==> src/rtl/circq_pkg.sv <==
package circq_pkg;

    localparam int CMD_ENTRY_BYTES = 16;
    localparam int EVT_ENTRY_BYTES = 32;
    localparam int RING_MAX_LOG2   = 19;

    typedef enum logic [6:0] {
        CERR_NONE     = 7'd0,
        CERR_ILLEGAL  = 7'd1,
        CERR_ABORT    = 7'd2,
        CERR_SYNC_INV = 7'd3
    } cmd_err_e;

endpackage

==> src/rtl/circq_ptr.sv <==
module circq_ptr #(
    parameter int PTR_W = 20
) (
    input  logic             clk,
    input  logic             rst_n,
    input  logic             clr,
    input  logic             wr_en,
    input  logic [PTR_W-1:0] wr_val,
    input  logic             step,
    input  logic [PTR_W-1:0] wmask,
    output logic [PTR_W-1:0] ptr
);

    always_ff @(posedge clk) begin
        if (!rst_n || clr) begin
            ptr <= '0;
        end else if (wr_en) begin
            ptr <= wr_val & wmask;
        end else if (step) begin
            ptr <= (ptr + PTR_W'(1)) & wmask;
        end
    end

    // pointer never carries bits above the wrap flag
    assert_ptr_masked_R7: assert property (@(posedge clk) disable iff (!rst_n)
        (ptr & ~wmask) == '0);

    // accepted step moves by exactly one modulo the ring span
    assert_step_one_R3: assert property (@(posedge clk) disable iff (!rst_n)
        (step && !clr && !wr_en) |=> ptr == (($past(ptr) + PTR_W'(1)) & $past(wmask)));

endmodule

==> src/rtl/circq_addr.sv <==
module circq_addr #(
    parameter int ADDR_W      = 64,
    parameter int PA_W        = 48,
    parameter int ALIGN_BITS  = 5,
    parameter int ENTRY_BYTES = 16,
    parameter int PTR_W       = 20
) (
    input  logic [ADDR_W-1:0] base,
    input  logic [PTR_W-1:0]  ptr,
    input  logic [PTR_W-1:0]  idx_mask,
    output logic [ADDR_W-1:0] addr
);

    localparam int ENTRY_SHIFT = $clog2(ENTRY_BYTES);
    localparam logic [ADDR_W-1:0] HI_KEEP  = (ADDR_W'(1) << PA_W) - ADDR_W'(1);
    localparam logic [ADDR_W-1:0] LO_DROP  = (ADDR_W'(1) << ALIGN_BITS) - ADDR_W'(1);
    localparam logic [ADDR_W-1:0] BASE_MSK = HI_KEEP & ~LO_DROP;

    logic [ADDR_W-1:0] slot_off;

    always_comb begin
        slot_off = ADDR_W'(ptr & idx_mask) << ENTRY_SHIFT;
        addr     = (base & BASE_MSK) + slot_off;
    end

endmodule

==> src/rtl/circq_ptr_ctrl.sv <==
module circq_ptr_ctrl #(
    parameter int ADDR_W      = 64,
    parameter int PA_W        = 48,
    parameter int MAX_LOG2    = circq_pkg::RING_MAX_LOG2,
    parameter int ENTRY_BYTES = circq_pkg::CMD_ENTRY_BYTES,
    parameter int ERR_LSB     = 24,
    parameter int ERR_W       = 7
) (
    input  logic                            clk,
    input  logic                            rst_n,
    input  logic                            ring_en,
    input  logic                            base_we,
    input  logic [ADDR_W-1:0]               base_wdata,
    input  logic                            size_we,
    input  logic [$clog2(MAX_LOG2+1)-1:0]   size_wdata,
    input  logic                            prod_we,
    input  logic [MAX_LOG2:0]               prod_wdata,
    input  logic                            cons_we,
    input  logic [MAX_LOG2:0]               cons_wdata,
    input  logic [ERR_W-1:0]                cons_werr,
    input  logic                            err_we,
    input  logic [ERR_W-1:0]                err_wdata,
    input  logic                            prod_inc,
    input  logic                            cons_inc,
    output logic [31:0]                     prod_view,
    output logic [31:0]                     cons_view,
    output logic [$clog2(MAX_LOG2+1)-1:0]   size_view,
    output logic                            ring_full,
    output logic                            ring_empty,
    output logic [ADDR_W-1:0]               prod_addr,
    output logic [ADDR_W-1:0]               cons_addr
);

    localparam int PTR_W  = MAX_LOG2 + 1;
    localparam int LOG2_W = $clog2(MAX_LOG2 + 1);

    logic [ADDR_W-1:0] base_q;
    logic [LOG2_W-1:0] lg_q;
    logic [ERR_W-1:0]  err_q;
    logic [PTR_W-1:0]  prod_q, cons_q;
    logic [PTR_W:0]    one_sh;
    logic [PTR_W-1:0]  wrap_bit, idx_mask, wmask, diff;
    logic [LOG2_W-1:0] lg_clamped;
    logic              prod_go, cons_go;

    always_comb begin
        one_sh     = (PTR_W+1)'(1) << lg_q;
        wrap_bit   = one_sh[PTR_W-1:0];
        idx_mask   = wrap_bit - PTR_W'(1);
        wmask      = wrap_bit | idx_mask;
        diff       = (prod_q ^ cons_q) & wmask;
        ring_full  = (diff == wrap_bit);
        ring_empty = (diff == '0);
        prod_go    = ring_en && prod_inc && !ring_full;
        cons_go    = ring_en && cons_inc && !ring_empty;
        lg_clamped = (int'(size_wdata) > MAX_LOG2) ? LOG2_W'(MAX_LOG2) : size_wdata;
    end

    always_ff @(posedge clk) begin
        if (!rst_n) begin
            base_q <= '0;
            lg_q   <= '0;
            err_q  <= '0;
        end else begin
            if (base_we) base_q <= base_wdata;
            if (size_we) lg_q   <= lg_clamped;
            if (cons_we)     err_q <= cons_werr;
            else if (err_we) err_q <= err_wdata;
        end
    end

    circq_ptr #(.PTR_W(PTR_W)) u_prod (
        .clk(clk), .rst_n(rst_n), .clr(size_we), .wr_en(prod_we),
        .wr_val(prod_wdata), .step(prod_go), .wmask(wmask), .ptr(prod_q)
    );

    circq_ptr #(.PTR_W(PTR_W)) u_cons (
        .clk(clk), .rst_n(rst_n), .clr(size_we), .wr_en(cons_we),
        .wr_val(cons_wdata), .step(cons_go), .wmask(wmask), .ptr(cons_q)
    );

    circq_addr #(.ADDR_W(ADDR_W), .PA_W(PA_W), .ALIGN_BITS(5),
                 .ENTRY_BYTES(ENTRY_BYTES), .PTR_W(PTR_W)) u_paddr (
        .base(base_q), .ptr(prod_q), .idx_mask(idx_mask), .addr(prod_addr)
    );

    circq_addr #(.ADDR_W(ADDR_W), .PA_W(PA_W), .ALIGN_BITS(5),
                 .ENTRY_BYTES(ENTRY_BYTES), .PTR_W(PTR_W)) u_caddr (
        .base(base_q), .ptr(cons_q), .idx_mask(idx_mask), .addr(cons_addr)
    );

    always_comb begin
        prod_view = 32'(prod_q);
        cons_view = 32'(cons_q);
        cons_view[ERR_LSB +: ERR_W] = err_q;
        size_view = lg_q;
    end

    assert_size_clamp_R2: assert property (@(posedge clk) disable iff (!rst_n)
        int'(lg_q) <= MAX_LOG2);

    assert_resize_clears_R2: assert property (@(posedge clk) disable iff (!rst_n)
        size_we |=> (prod_q == '0) && (cons_q == '0));

    assert_flags_exclusive_R4: assert property (@(posedge clk) disable iff (!rst_n)
        !(ring_full && ring_empty));

    assert_full_blocks_prod_R5: assert property (@(posedge clk) disable iff (!rst_n)
        (ring_full && !prod_we && !size_we) |=> $stable(prod_q));

    assert_empty_blocks_cons_R5: assert property (@(posedge clk) disable iff (!rst_n)
        (ring_empty && !cons_we && !size_we) |=> $stable(cons_q));

    assert_disabled_still_R5: assert property (@(posedge clk) disable iff (!rst_n)
        (!ring_en && !prod_we && !cons_we && !size_we) |=> ($stable(prod_q) && $stable(cons_q)));

    assert_err_kept_R6: assert property (@(posedge clk) disable iff (!rst_n)
        (!cons_we && !err_we) |=> $stable(err_q));

endmodule

==> config.mk <==
export PLATFORM = sky130hd
export DESIGN_NAME = circq_ptr_ctrl
export DESIGN_NICKNAME = d
export VERILOG_FILES = /design/src/rtl/circq_pkg.sv /design/src/rtl/circq_ptr.sv /design/src/rtl/circq_addr.sv /design/src/rtl/circq_ptr_ctrl.sv
export SDC_FILE = /design/constraint.sdc
export NUM_CORES = 1
export LEC_CHECK = 0
export BUFFER_PORTS_ARGS = -buffer_cell sky130_fd_sc_hd__buf_2
export CORE_MARGIN = 2
export CORE_UTILIZATION = 57
export CTS_BUF_LIST = sky130_fd_sc_hd__clkbuf_8 sky130_fd_sc_hd__clkbuf_16
export CTS_CLUSTER_DIAMETER = 100
export DETAILED_ROUTE_END_ITERATION = 6
export GPL_TIMING_DRIVEN = 0
export PLACE_DENSITY = 0.89
export RECOVER_POWER = 50
export SLEW_MARGIN = 20
export SYNTH_ARGS = -nofsm -noshare
export SYNTH_HDL_FRONTEND = slang
export SYNTH_SLANG_ARGS = --single-unit
==> constraint.sdc <==
create_clock -name clk -period 9.6 [get_ports clk]
set_input_delay 0.48 -clock clk [delete_from_list [all_inputs] [get_ports clk]]
set_output_delay 0.48 -clock clk [all_outputs]
set_load 0.01 [all_outputs]
Word-level counts from Yosys, hierarchy flattened
Index checks and enable logic that the tools add are counted.
Word-level totals
  register bits: 100
  input port bits: 133
  output and inout port bits: 199
  logic and storage cells: 41
Cells by class
  $add $sub $neg: 5
  $lt $le $gt $ge: 1
  equality and inequality tests: 1
  shifts and indexed selects: 1
  multiplexer cells: 7
  bitwise logic cells: 9
  reductions and logical operators: 12
Operators by type and width (number)
  bitwise AND 20 bit: 7
  adder 48 x 24 -> 49 bit: 2
  two-way mux 20 bit: 4
  adder 20 x 1 -> 20 bit, second input constant: 2
  equality test 20 bit: 1
  logical NOT 20 bit: 1
  OR 20 bit: 1
  << shifter 1 x 5 -> 20 bit, first input constant: 1
  subtractor 20 x 1 -> 20 bit, second input constant: 1
  XOR 20 bit: 1
  two-way mux 7 bit: 2
  nonzero test 2 bit: 3
  greater-than comparator 5 bit, second input constant: 1
  two-way mux 5 bit: 1
  logical AND 1 bit: 4
  logical NOT 1 bit: 3
  logical OR 1 bit: 1

Depth between registers and ports, before layout
Gate-level depths: netlist of run 1.
  word-level depth: 9
  depth in mapped cells: 19
  depth with buffers taken out: 15

Modules after synthesis
From an unflattened synthesis of run 1, not the netlist that was laid out.
Second synthesis, totals
  cells, all modules: 1401
  area total of the unflattened synthesis: 11070.6 um^2
By module, submodules not included
  circq_ptr_ctrl: instances 1, cells an instance 514, area each 4524.3 um^2, seq. area each 1521.5 um^2
  circq_ptr: instances 2, cells an instance 186, area each 1466.4 um^2, seq. area each 400.4 um^2
  circq_addr (u_caddr): instances 1, cells an instance 268, area each 1864.3 um^2, seq. area each 0.0 um^2
  circq_addr (u_paddr): instances 1, cells an instance 247, area each 1749.2 um^2, seq. area each 0.0 um^2

Worst setup path after synthesis of run 1
OpenSTA, ideal clock, no wires.
  path kind: reg2out
  from: register lg_q[0] (netlist: size_view[0])
  to: output cons_addr[28]
  arrival time: 4.020 ns
  data required time: 9.120 ns
  setup slack: 5.100 ns
  cell stages (with the launch flop): 20
  path buffers: 4
  cells stage by stage: dfxtp_1 -> buf_2 -> and2b_1 -> clkbuf_1 -> nand2_1 -> ha_1 -> inv_1 -> ha_1 -> and2_1 -> ha_1 -> a21o_1 -> a21oi_1 -> o21ai_0 -> a41oi_1 -> o31a_1 -> o21a_1 -> clkbuf_1 -> clkbuf_1 -> nand4_1 -> nand3_1
On the way
  word-level cells in the longest chain between the ends: 4
Ends and longest elaborated chain
  from (decl): RTL line circq_ptr_ctrl.sv:38  | logic [LOG2_W-1:0] lg_q;
  from (signal assigned): RTL line circq_ptr_ctrl.sv:66  | if (size_we) lg_q <= lg_clamped;
  << shifter 1 x 5 -> 20 bit: RTL line circq_ptr_ctrl.sv:47  | one_sh = (PTR_W+1)'(1) << lg_q;
  subtractor 20 x 1 -> 20 bit: RTL line circq_ptr_ctrl.sv:49  | idx_mask = wrap_bit - PTR_W'(1);
  bitwise AND 20 bit: RTL line circq_addr.sv:22  | slot_off = ADDR_W'(ptr & idx_mask) << ENTRY_SHIFT;
  adder 48 x 24 -> 49 bit: RTL line circq_addr.sv:23  | addr = (base & BASE_MSK) + slot_off;
  to (decl): RTL line circq_ptr_ctrl.sv:31  | output logic [ADDR_W-1:0] cons_addr
Every way passes these cells.

Final worst setup path of run 1
  from: register lg_q[3] (netlist: size_view[3])
  to: output cons_addr[29]
Same word-level chain as after synthesis.

==> results of run 1 <==
## worst max-delay path, cell delays in order, from the launching register on
cell      delay, ns
dfxtp_1        0.35
clkbuf_1       0.27
nor3_1         0.78
nand2_1        0.41
ha_1           0.45
o31ai_1        0.14
ha_1           0.28
and2_1         0.20
ha_1           0.37
nand4_1        0.18
a211oi_1       0.26
a21oi_1        0.15
a311oi_1       0.52
a311o_1        0.33
a21o_1         0.19
clkbuf_1       0.48
nand2_1        0.14
xnor2_1        0.41
buf_2          0.22
## layer usage
layer | vias up | wire [um] | track usage [%]
li1 | 5398 | - | -
met1 | 5496 | 15100 | 50.8
met2 | 810 | 17800 | 66.2
met3 | 156 | 4280 | 8.37
met4 | 0 | 1590 | 17.0
met5 | - | 0 | 0
## cells by family (layout without fill, tap and decap cells)
group / after synthesis / after routing / share of synthesized area, %
AND/OR/NAND/NOR: 517 / 517 / 27.3
AO/OA/AOI/OAI: 325 / 325 / 22.1
buffers and inverters: 198 / 464 / 9.86
XOR/XNOR: 95 / 95 / 8.31
flip-flops: 95 / 95 / 19.0
adder cells (fa/ha/maj): 60 / 60 / 7.65
multiplexers: 58 / 58 / 5.81
other: 1 / 55 / 0.0374
## layout make-up
cell class	instances	area, um2	area share (%)
flip-flops and latches	95	1900	15.9
plain buffers	152	801	6.69
inverters	46	178	1.48
clock buffers	10	239	2.00
multi-input cells	1110	7310	61.1
well taps	225	282	2.35
repair buffers	251	1180	9.86
clock inverters	5	81.3	0.679
## cells in the mapped netlist (all sizes together) (11+ instances only)
cell type	count	area [um2]
a21oi	80	400
a31oi	11	68.8
nor4	16	100
dfxtp	95	1900
or4	20	150
nand2	104	390
and2	44	275
mux2i	57	571
nand3	65	325
and3	17	106
o21ai	63	319
nand4	29	181
xor2	28	245
nor2	85	319
a211oi	19	143
nor2b	64	400
ha	58	726
nor3	26	135
buf	73	513
clkbuf	79	297
a21o	17	128
xnor2	67	587
o21a	12	90.1
inv	44	165
o211ai	17	128
## worst max-delay path by stage
stage                          to  slack [ns]  cells past startpoint
CTS                 cons_addr[44]        3.43                     19
global route        cons_addr[29]        2.41                     18
floorplan           cons_addr[28]        5.10                     19
finish              cons_addr[29]        2.62                     18
detailed placement  cons_addr[44]        3.85                     19
global placement    cons_addr[47]        3.92                     18
## registers in the layout, indices dropped and copies added, names as in the netlist
| signal | cells |
|---|---|
| base_q | 43 |
| u_cons.ptr | 20 |
| size_view | 5 |
| u_prod.ptr | 20 |
| err_q | 7 |
## power by group
part	internal (mW)	switching (mW)
Sequential	0.413	0.0236
Combinational	0.157	0.247
Clock	0.235	0.182
Total	0.805	0.453
## metrics by stage
stage / instances / util [%] / power, mW
after floorplan: 1403 / - / 0.693
after global placement: 1879 / 68.2 / 0.831
after detailed placement: 1879 / 68.2 / 0.838
after CTS: 1894 / 70.0 / 1.24
after global routing: 1894 / 69.4 / 1.30
final: 1894 / 69.4 / 1.26
==> run_results.csv, run 1 <==
group,metric,value,unit
final_layout,antenna_cells,0,
hold_path,min_delay_worst_endpoint,"err_q[3]",
die,pin_count,332,
placement,placed_area,0.0118,mm2
sta,finalSetupTns,0,ns
routing,postRouteAntennaNets,0,
sta,skew,0.00973,ns
cts,insertion_delay,0.37,ns
final_layout,fillers,1497,
setup_path,worstSetupStartpointType,"flip-flop",
sta,max_freq,143,MHz
outcome,status,"finished clean",
yosys,seq_area_frac_synth,19.0,%
routing,wl,38.8,mm
setup_path,r2r_slack,3.95,ns
sta,final.min_clock_period,6.98,ns
grt,grt-ovfl-total,0,
die,dieArea,0.0186,mm2
yosys,async_reset_ff_share,0,%
grt,antenna_found_initial,0,
setup_path,path_class,"reg -> out",
routing,drt_pass1_iterations,6,
power,max-vdd-ir-drop,0.0000910,V
die,rows,48,
power,pwr_density_cell,105,mW/mm2
setup_path,crit_fanout,10,
sta,finalSetupViolations,0,
yosys,syn_inst,1349,
die,die_w,137,um
setup_path,crit_start,"size_view[3]",
cts,post_cts_buffers,0,
cts,holdBufCountCts,0,
die,core-area,0.0172,mm2
power,leakagePower,5.36,nW
sta,period_share,72.7,%
yosys,ys.warnings.count,0,
sta,hold_viol,0,
yosys,synth.distinct_cells,82,
grt,grt_pass1_wl,57.6,mm
grt,grt_start_max_net_pins,16,
yosys,synth_edf_count,0,
setup_path,required,9.12,ns
routing,drc_errors,0,
cts,cts_tree,"built",
sta,setup_slack,2.62,ns
grt,grt_pass1_vias,10742,
placement,dp_hpwl,30.5,mm
routing,wire_per_inst,20.5,um
yosys,syn_area_per_cell,7.42,um2
final_layout,drive_above_1_share,17.5,%
hold_path,hp-class,"in -> reg",
die,start_util,58.1,%
sta,drv_slew,0,
cts,cts.sinks,95,
placement,place_ws,3.85,ns
sta,slew_headroom,38.3,%
hold_path,hold_start,"cons_werr[3]",
setup_path,critPathArrivalTime,6.50,ns
job,drv_cap,0,
yosys,synth_ff_type,"dfxtp_1",
placement,port_buffers,251,
setup_path,r2r_start,"size_view[3]",
final_layout,syn_to_final_growth,19.5,%
cts,clockBufferDepth,2,
cts,cts_resized,0,
yosys,ys_ff_latch,95,
routing,viasPerCell,6.26,
sta,timing.hold.ws,0.327,ns
hold_path,whs_path_depth,2,
cts,clk_pin_slew,0.08,ns
yosys,syn_area,0.0100,mm2
final_layout,mostFrequentLayoutCells,"buf_2 (197), clkbuf_1 (144), nand2_1 (104), dfxtp_1 (95), nor2_1 (85)",
routing,dr_total_vias,11860,
die,die_h,137,um
setup_path,r2r_cells,15,
sta,rsz0062_at_grt,"no",
setup_path,worstReg2RegEnd,"u_cons.ptr[12]",
final_layout,fin_nets,1858,
cts,cts_root_buf,"clkbuf_16",
routing,drt_first_iter_violations,1513,
cts,htree_levels,3,
sta,worstMarginPinSlew,0.919,ns
grt,grt_use_total,40.2,%
placement,gp_congestion,0.998,
final_layout,final_common_cell,"buf_2",
cts,numCtsBuffers,9,
setup_path,crit_path_end_kind,"output pin",
final_layout,final_area,0.0120,mm2
Note: power is estimated with default switching activity, not from simulation.
==> run 2, diff against run 1 <==
--- a/config.mk
+++ b/config.mk
@@ -7,12 +7,12 @@
 export LEC_CHECK = 0
 export BUFFER_PORTS_ARGS = -buffer_cell sky130_fd_sc_hd__buf_2
 export CORE_MARGIN = 2
-export CORE_UTILIZATION = 57
+export CORE_UTILIZATION = 48
 export CTS_BUF_LIST = sky130_fd_sc_hd__clkbuf_8 sky130_fd_sc_hd__clkbuf_16
 export CTS_CLUSTER_DIAMETER = 100
 export DETAILED_ROUTE_END_ITERATION = 6
 export GPL_TIMING_DRIVEN = 0
-export PLACE_DENSITY = 0.89
+export PLACE_DENSITY = 0.8
 export RECOVER_POWER = 50
 export SLEW_MARGIN = 20
 export SYNTH_ARGS = -nofsm -noshare
==> constraint.sdc (replaced) <==
create_clock -name clk -period 6.15 [get_ports clk]
set_input_delay 0.3075 -clock clk [delete_from_list [all_inputs] [get_ports clk]]
set_output_delay 0.3075 -clock clk [all_outputs]
set_load 0.01 [all_outputs]
==> run_results.csv, run 2 (synthesis results as in run 1) <==
group,metric,value,unit
setup_path,worstSetupStartpointType,"flip-flop",
die,dieArea,0.0220,mm2
placement,gp_congestion,1.00,
setup_path,required,5.84,ns
final_layout,mostFrequentLayoutCells,"buf_2 (200), clkbuf_1 (139), nand2_1 (104), dfxtp_1 (95), nor2_1 (85)",
sta,drv_slew,0,
routing,drt_pass1_iterations,6,
cts,holdBufCountCts,0,
routing,wl,38.1,mm
sta,finalSetupViolations,0,
sta,hold_viol,0,
die,rows,52,
routing,wire_per_inst,19.7,um
power,leakagePower,5.38,nW
final_layout,final_area,0.0121,mm2
sta,worstMarginPinSlew,0.892,ns
job,drv_cap,0,
sta,max_freq,168,MHz
final_layout,reg_top3,"base_q x43, u_cons.ptr x20, u_prod.ptr x20",
die,pin_count,332,
setup_path,crit_fanout,10,
final_layout,drive_above_1_share,18.0,%
placement,placed_area,0.0118,mm2
power,p_total,1.95,mW
placement,dp.cells,1924,
cts,insertion_delay,0.38,ns
cts,post_cts_buffers,0,
final_layout,final_common_cell,"buf_2",
setup_path,timing.critical_path.buf_inv,4,
die,die_w,148,um
setup_path,cp_slowest_cell,"clkbuf_1",
setup_path,worstReg2RegEnd,"u_cons.ptr[14]",
setup_path,path_class,"reg -> out",
setup_path,r2r_cells,15,
setup_path,cpPeakStageDelay,0.55,ns
outcome,status,"finished clean",
die,core-area,0.0204,mm2
grt,grt_pass1_vias,10530,
final_layout,fin_util,59.2,%
setup_path,r2r_start,"size_view[0]",
cts,cts_resized,0,
setup_path,crit_cells,17,
routing,viasPerCell,5.91,
setup_path,crit_family,"buffers and inverters",
final_layout,fin_nets,1857,
placement,dp_hpwl,30.4,mm
final_layout,syn_to_final_growth,20.4,%
grt,grt_start_max_net_pins,19,
setup_path,path_cells,"clkbuf_1, or2_1, clkbuf_1, nor2_1, ha_1, and2_1, ha_1, a21o_1, a21oi_1, o21ai_0, nor3b_1, nor2_1, a211oi_1, clkbuf_1, o211ai_1, xnor2_1, buf_2",
setup_path,critPathArrivalTime,5.66,ns
sta,final.min_clock_period,5.97,ns
cts,numCtsBuffers,9,
cts,clockBufferDepth,2,
cts,cts_tree,"built",
final_layout,regMostFlops,"base_q",
die,die_h,148,um
grt,grt-ovfl-total,0,
setup_path,r2r_slack,1.20,ns
grt,grt_pass1_wl,57.4,mm
sta,setup_slack,0.181,ns
sta,slew_headroom,40.1,%
hold_path,hp-class,"in -> reg",
placement,port_buffers,251,
cts,clk_pin_slew,0.08,ns
sta,period_share,97.0,%
power,max-vdd-ir-drop,0.000135,V
sta,timing.hold.ws,0.148,ns
sta,finalSetupTns,0,ns
final_layout,largest_register_ffs,43,
setup_path,crit_path_end_kind,"output pin",
hold_path,min_delay_worst_endpoint,"err_q[0]",
routing,drt_first_iter_violations,1188,
cts,cts_root_buf,"clkbuf_16",
final_layout,antenna_cells,0,
sta,rsz0062_at_grt,"yes",
sta,skew,0.00821,ns
setup_path,cpMostUsedCell,"clkbuf_1",
final_layout,fin_cells,1939,
hold_path,whs_path_depth,2,
hold_path,hold_start,"cons_werr[0]",
routing,drc_errors,0,
routing,dr_total_vias,11460,
power,pwr_density_cell,161,mW/mm2
cts,htree_levels,3,
routing,postRouteAntennaNets,0,
cts,cts.sinks,95,
die,start_util,49.2,%
grt,antenna_found_initial,0,
placement,place_ws,0.621,ns
grt,grt_use_total,33.2,%
-- run 2: area by class of cell --
| cell class | instances | area (um2) |
|---|---|---|
| inverters | 46 | 178 |
| fillers | 2018 | 8310 |
| well taps | 270 | 338 |
| plain buffers | 151 | 800 |
| clock inverters | 7 | 88.8 |
| clock buffers | 9 | 225 |
| multi-input cells | 1110 | 7340 |
| repair buffers | 251 | 1180 |
| flip-flops and latches | 95 | 1900 |
-- run 2: worst max path at each step --
stage                      start       endpoint
floorplan           size_view[0]  cons_addr[28]
global placement    size_view[3]  cons_addr[44]
detailed placement  size_view[3]  cons_addr[47]
CTS                 size_view[3]  cons_addr[44]
global route        size_view[0]  cons_addr[44]
finish              size_view[4]  prod_addr[47]
-- run 2: power by group --
part	total, mW	switching (mW)	internal, mW
registers	0.680	0.0363	0.644
clock network	0.635	0.309	0.326
logic	0.631	0.385	0.247
total	1.95	0.730	1.22
-- run 2: worst register-to-register path: cells and delay by family (launching register included) --
family | cells | cell delay (ns)
AOI/OAI and AO/OA | 4 | 1.19
and+or+nand+nor | 5 | 1.26
buffers and inverters | 4 | 1.32
adders and majority gates | 2 | 0.70
DFF | 1 | 0.33
-- run 2: layer usage --
metal / vias up / track usage [%] / routed length (um) / share of wire [%]
met5: - / 0 / 0 / 0
met4: 0 / 14.1 / 1400 / 3.7
met3: 96 / 6.63 / 3860 / 10
met2: 695 / 53.3 / 17200 / 45
met1: 5260 / 43.5 / 15600 / 41
li1: 5409 / - / - / -
